[config.mk]
export PLATFORM = sky130hd
export DESIGN_NAME = pix_edge_capture
export DESIGN_NICKNAME = d
export VERILOG_FILES = /design/src/rtl/pxc_pkg.sv /design/src/rtl/pxc_cfg_latch.sv /design/src/rtl/pxc_edge_cap.sv /design/src/rtl/pxc_merge.sv /design/src/rtl/pix_edge_capture.sv
export SDC_FILE = /design/constraint.sdc
export NUM_CORES = 1
export LEC_CHECK = 0
export BUFFER_PORTS_ARGS = -buffer_cell sky130_fd_sc_hd__buf_2
export CORE_MARGIN = 5
export CORE_UTILIZATION = 30
export DETAILED_ROUTE_END_ITERATION = 12
export SLEW_MARGIN = 20
export SYNTH_ARGS = -nofsm -noshare
export SYNTH_HDL_FRONTEND = slang
export SYNTH_HIERARCHICAL = 1
export SYNTH_SLANG_ARGS = --single-unit
[constraint.sdc]
create_clock -name clk -period 1.65 [get_ports clk]
set_input_delay 0.33 -clock clk [delete_from_list [all_inputs] [get_ports clk]]
set_output_delay 0.33 -clock clk [all_outputs]
set_load 0.02 [all_outputs]
[src/rtl/pxc_pkg.sv]
`timescale 1ns/1ps
package pxc_pkg;

  typedef enum logic [1:0] {
    MODE_WIDE_RISE = 2'd0,
    MODE_WIDE_FALL = 2'd1,
    MODE_NARROW    = 2'd2
  } cap_mode_e;

  typedef struct packed {
    logic de;
    logic hs;
    logic vs;
  } ctl_t;

  localparam int unsigned CTL_W = $bits(ctl_t);

  function automatic cap_mode_e decode_mode(input logic narrow, input logic rise);
    if (narrow)    return MODE_NARROW;
    else if (rise) return MODE_WIDE_RISE;
    else           return MODE_WIDE_FALL;
  endfunction

endpackage

[src/rtl/pxc_cfg_latch.sv]
`timescale 1ns/1ps
module pxc_cfg_latch
  import pxc_pkg::*;
(
  input  logic      clk,
  input  logic      rst_n,
  input  logic      cfg_narrow,
  input  logic      cfg_rise,
  output cap_mode_e mode
);

  // configuration is only followed while reset holds; frozen afterwards
  always_ff @(posedge clk) begin
    if (!rst_n) mode <= decode_mode(cfg_narrow, cfg_rise);
  end

endmodule

[src/rtl/pxc_edge_cap.sv]
`timescale 1ns/1ps
module pxc_edge_cap #(
  parameter int unsigned W       = 27,
  parameter bit          FALLING = 1'b0
) (
  input  logic         clk,
  input  logic         rst_n,
  input  logic [W-1:0] d,
  output logic [W-1:0] q
);

  generate
    if (FALLING) begin : g_fall
      always_ff @(negedge clk) begin
        if (!rst_n) q <= '0;
        else        q <= d;
      end
    end else begin : g_rise
      always_ff @(posedge clk) begin
        if (!rst_n) q <= '0;
        else        q <= d;
      end
    end
  endgenerate

endmodule

[src/rtl/pxc_merge.sv]
`timescale 1ns/1ps
module pxc_merge
  import pxc_pkg::*;
#(
  parameter int unsigned HALF_W = 12,
  localparam int unsigned PIX_W = 2 * HALF_W,
  localparam int unsigned SMP_W = PIX_W + CTL_W
) (
  input  logic             clk,
  input  logic             rst_n,
  input  cap_mode_e        mode,
  input  logic [SMP_W-1:0] rise_q,
  input  logic [SMP_W-1:0] fall_q,
  output logic [PIX_W-1:0] px_data,
  output ctl_t             px_ctl
);

  logic [PIX_W-1:0] nxt_data;
  ctl_t             nxt_ctl;

  always_comb begin
    case (mode)
      MODE_NARROW: begin
        nxt_data = {fall_q[HALF_W-1:0], rise_q[HALF_W-1:0]};
        nxt_ctl  = ctl_t'(rise_q[SMP_W-1 -: CTL_W]);
      end
      MODE_WIDE_FALL: begin
        nxt_data = fall_q[PIX_W-1:0];
        nxt_ctl  = ctl_t'(fall_q[SMP_W-1 -: CTL_W]);
      end
      default: begin
        nxt_data = rise_q[PIX_W-1:0];
        nxt_ctl  = ctl_t'(rise_q[SMP_W-1 -: CTL_W]);
      end
    endcase
  end

  always_ff @(posedge clk) begin
    if (!rst_n) begin
      px_data <= '0;
      px_ctl  <= '0;
    end else begin
      px_data <= nxt_data;
      px_ctl  <= nxt_ctl;
    end
  end

endmodule

[src/rtl/pix_edge_capture.sv]
`timescale 1ns/1ps
module pix_edge_capture
  import pxc_pkg::*;
#(
  parameter int unsigned HALF_W = 12
) (
  input  logic                clk,
  input  logic                rst_n,
  input  logic                cfg_narrow,
  input  logic                cfg_rise,
  input  logic [2*HALF_W-1:0] in_data,
  input  logic                in_de,
  input  logic                in_hs,
  input  logic                in_vs,
  output logic [2*HALF_W-1:0] px_data,
  output logic                px_de,
  output logic                px_hs,
  output logic                px_vs
);

  localparam int unsigned PIX_W = 2 * HALF_W;
  localparam int unsigned SMP_W = PIX_W + CTL_W;

  cap_mode_e        mode;
  logic [SMP_W-1:0] smp_d;
  logic [SMP_W-1:0] rise_q;
  logic [SMP_W-1:0] fall_q;
  ctl_t             out_ctl;

  assign smp_d = {in_de, in_hs, in_vs, in_data};

  pxc_cfg_latch u_cfg (
    .clk        (clk),
    .rst_n      (rst_n),
    .cfg_narrow (cfg_narrow),
    .cfg_rise   (cfg_rise),
    .mode       (mode)
  );

  pxc_edge_cap #(.W(SMP_W), .FALLING(1'b0)) u_cap_rise (
    .clk   (clk),
    .rst_n (rst_n),
    .d     (smp_d),
    .q     (rise_q)
  );

  pxc_edge_cap #(.W(SMP_W), .FALLING(1'b1)) u_cap_fall (
    .clk   (clk),
    .rst_n (rst_n),
    .d     (smp_d),
    .q     (fall_q)
  );

  pxc_merge #(.HALF_W(HALF_W)) u_merge (
    .clk     (clk),
    .rst_n   (rst_n),
    .mode    (mode),
    .rise_q  (rise_q),
    .fall_q  (fall_q),
    .px_data (px_data),
    .px_ctl  (out_ctl)
  );

  assign px_de = out_ctl.de;
  assign px_hs = out_ctl.hs;
  assign px_vs = out_ctl.vs;

endmodule

Word level (Yosys, flattened, before mapping)
Cells that the tools add are included.
- word-level logic and storage cells: 13
- register bits: 83
- input port bits: 31
- memories kept: 0
- memory bits (writable): 0
- latch bits: 0
- ROM bits: 0
- $lt $le $gt $ge: 0
- multiplexer cells: 4
- shift-type cells: 0
- reductions and logical operators: 0
- divide/modulo/power cells: 0
- add/sub/neg operators: 0
- bitwise gates (word level): 0
- equality and inequality tests: 2
- multipliers: 0
- operator list (operator ; count):
    case mux 24 bit (2 select lines) ; 1
    2-to-1 mux 27 bit ; 1
    2-to-1 mux 3 bit ; 1
    == test 2 x 1 -> 1 bit (second input constant) ; 1
    == test 2 bit (second input constant) ; 1
    2-to-1 mux 1 bit ; 1

Logic depth before layout (Yosys ltp)
- word-level depth: 2
- depth in mapped cells: 7
- gate-level depth less buffers: 4

Hierarchy
Netlist, hierarchy kept.
- by module, submodules not included (module ; area each (µm²) ; cells each ; instances):
    pxc_merge ; 1204.9 ; 121 ; 1
    pxc_edge_cap (u_cap_fall) ; 762.0 ; 57 ; 1
    pxc_edge_cap (u_cap_rise) ; 758.2 ; 56 ; 1
    pxc_cfg_latch ; 67.6 ; 4 ; 1

==> impl_results.md <==
* Req. time, crit path at 1910 ps
* Status: complete, but fails checks
* Sequential power share at 47.7%
* Global-route wire length before repair at 9320 um
* Routed Antenna Nets at 0
* P_leak at 1.70 nW
* Yosys reg bits at 83
* Int Pwr at 3.31 mW
* Cell Area, Synth at approximately 2800 sq um
* CP Launch Type: flop
* Finish-stage setup viols at 12
* Port bufs at 57
* Final cell count without fillers at approximately 450
* Family with the most delay on the worst path: flip-flops
* Layout cells sized above 1 at 42.2%
* Die ar. at ~11000 sq um
* Setup Skew at 50.6 ps
* Worst Tran Pin Value at 182 ps
* Total Wirelength at 5680 um
* Clock Latency Late Sink at about 400 ps
* Synthesis Warnings at 6
* Design area at ~3600 sq um
* Psw at 1.26 mW
* Die Wd at around 110 um
* Starting Density at 30.5%
* Area growth, synth to finish at 29.3%
* Post-Syn Instances at roughly 240
* Synth area leaders: dfxtp_1, and2_2, a221o_1
* Fillers at roughly 900
* Slowest stage delay, CP at around 320 ps
* Vias in the first global route at about 1900
* Nets@finish at roughly 360
* Largest area contributor in the netlist: dfxtp_1
* Pwr Total at 4.57 mW
* Sequential share of the synthesized area at 60.2%
* Total CTS buffers at 9
* Kind of critical path: flop to flop
* H-tree depth at 3
* WP buf/inv at 0
* Comb power frac at 11.6%
* CTS max path bufs at 2
* GP Congestion at 0.723
* Worst-path cell chain: a221o_1 -> and3_4
* Worst Setup End Kind: flop
* Die Ht at roughly 110 um
* Vias at 1920
* Net Count, Synth at 271
* Pin count of the biggest net entering global routing at 49
* Hold/Removal Path Class: input pin to flop
* Dpl cells at 400
* Fraction of registers with async set/reset at 0%
* WP data arrival at 2010 ps
* # diodes at 0
* Worst IR Drop VDD at around 0.38 mV
* Switching Fraction at 27.5%
* Power Density at 1270 nW/um^2
* Total global-route track usage at 10.7%
* Synthesized area per cell at 11.7 sq um
* Yosys top cell area share at about three fifths
* Worst slew margin at 87.7%
* Core region area at 9150 sq um
* Initial antenna violation count at 1
* Detailed Place HPWL at around 3900 um
* Final hold vios at 0
* Post-synth cell types at 21
* Area post-placement at about 3200 sq um
* Overflow after GRT at 0
* RSZ-0062 raised after global routing: true
* MaxCap Viol Count at 0
* FF+latch area at between 1500 and 2000 sq um
* Average wire per standard cell at between 10 and 15 um
* CTS hold repair buffers at 0
* Via density per instance at 4.31
* CTS tree: built
* Root buf cell: clkbuf_8
* Num Clock Sinks at between 80 and 90
* IO Pins at 58
* Worst-path clk slew at 90 ps
* TritonRoute pass-1 iters at 4
* Failing checks: setup timing
* Main flop type after synthesis: dfxtp_1
* Drt initial violations at 86
* Drt drc at 0
* Multi-input logic area at 993 sq um
* Final Max Slew Viols at 0
* Slowest cell on the critical path: dfxtp_2
* Post-synth EDFFs at 2
* FP Rows at 35
* Worst setup margin at -98.3 ps
* Crit-path max FO at 2
* Clock power share at about two fifths
## per-stage QoR
| step | setup slack (ps) | hold slack (ps) | setup TNS [ps] | util (%) |
|---|---|---|---|---|
| 2_1_floorplan | -29.6 | 429 | -231 | - |
| 3_3_place_gp | -119 | 449 | -3470 | 35.4 |
| 3_5_place_dp | -125 | 452 | -3600 | 35.4 |
| 4_1_cts | -93.1 | 138 | -812 | 39.3 |
| 5_1_grt | -116 | 123 | -1180 | 39.5 |
| 6_report | -98.3 | 157 | -836 | 39.5 |
## power by group through the flow
stage / clock (mW) / sequential (mW) / combinational, mW
after floorplan: 0.104 / 2.28 / 0.271
after global placement: 0.104 / 2.22 / 0.515
after detailed placement: 0.104 / 2.22 / 0.523
after CTS: 1.91 / 2.19 / 0.534
after global routing: 2.08 / 2.19 / 0.582
final: 1.86 / 2.18 / 0.531
## area by class of cell
cell class | count | share of cell area [%]
tap | 111 | 3.84
clock inverter | 33 | 4.99
timing repair buffer | 70 | 12.3
multi-input combinational | 135 | 27.5
inverter | 3 | 0.312
clock buffer | 10 | 4.12
sequential | 83 | 46.9
## synthesized netlist by cell type, types with 5 or more instances
| library cell | number |
|---|---|
| a21boi_0 | 8 |
| nand3b_1 | 12 |
| and3_1 | 12 |
| buf_6 | 5 |
| clkbuf_1 | 5 |
| nand2b_1 | 12 |
| and2_2 | 42 |
| a221o_1 | 12 |
| dfxtp_1 | 81 |
| and2_1 | 12 |
| o21ai_0 | 12 |
## routing by layer
metal,vias up,global-route usage [%],part of all wire (%)
li1,975,-,-
met1,888,12.8,45
met3,12,5.16,6.7
met4,2,4.93,1.6
met5,-,0,0.35
met2,43,16.2,47
## cell families (layout without fill, tap and decap cells)
family	Yosys count	count (layout)	synth area share (%)
AO/OA/AOI/OAI	36	36	9.68
AND/OR/NAND/NOR	94	94	23.4
adder cells (fa/ha/maj)	2	2	0.896
multiplexers	3	3	1.08
flip-flops	83	83	60.2
buffers and inverters	20	116	4.75
## cell usage in the layout (no fill, tap or decap), drive strengths merged
cell type  netlist  final
and3            12     12
edfxtp           2      2
bufinv           0      1
a21boi          12     12
and2            54     54
nor2b            3      3
nor2             1      1
clkinv           0      2
inv              4     33
ha               2      2
o21ai           12     12
clkbuf           5     10
a221o           12     12
mux2i            3      3
buf             11     70
nand3b          12     12
nand2b          12     12
dfxtp           81     81
## sequential cells by signal, indices dropped and copies added, names as in the netlist
register and flops:
u_merge/px_ctl 3, u_cap_fall/q 27, u_cfg/mode 2, u_cap_rise/q 27
u_merge/px_data 24
## what timing repair did
action | CTS | global route
gates resized for setup | 9 | 6
pin swaps | 10 | 1
hold endpoints to repair | 0 | 0
setup buffers | 3 | 0
setup endpoints to repair | 12 | 14
## path summary, 6_finish.rpt
path              depth (start not counted)                  startpoint  slack, ps                              to
setup / recovery                          2  u_cap_fall/q[5]$_SDFF_NN0_       -100  u_merge/px_data[17]$_SDFF_PN0_
hold / removal                            1                  cfg_narrow        160     u_cfg/mode[1]$_SDFFCE_PP1N_
setup reg to reg                          2  u_cap_fall/q[5]$_SDFF_NN0_       -100  u_merge/px_data[17]$_SDFF_PN0_
hold reg to reg                           2  u_cap_rise/q[0]$_SDFF_PN0_        460   u_merge/px_data[0]$_SDFF_PN0_
No activity file was read; power rests on OpenSTA's default activity.
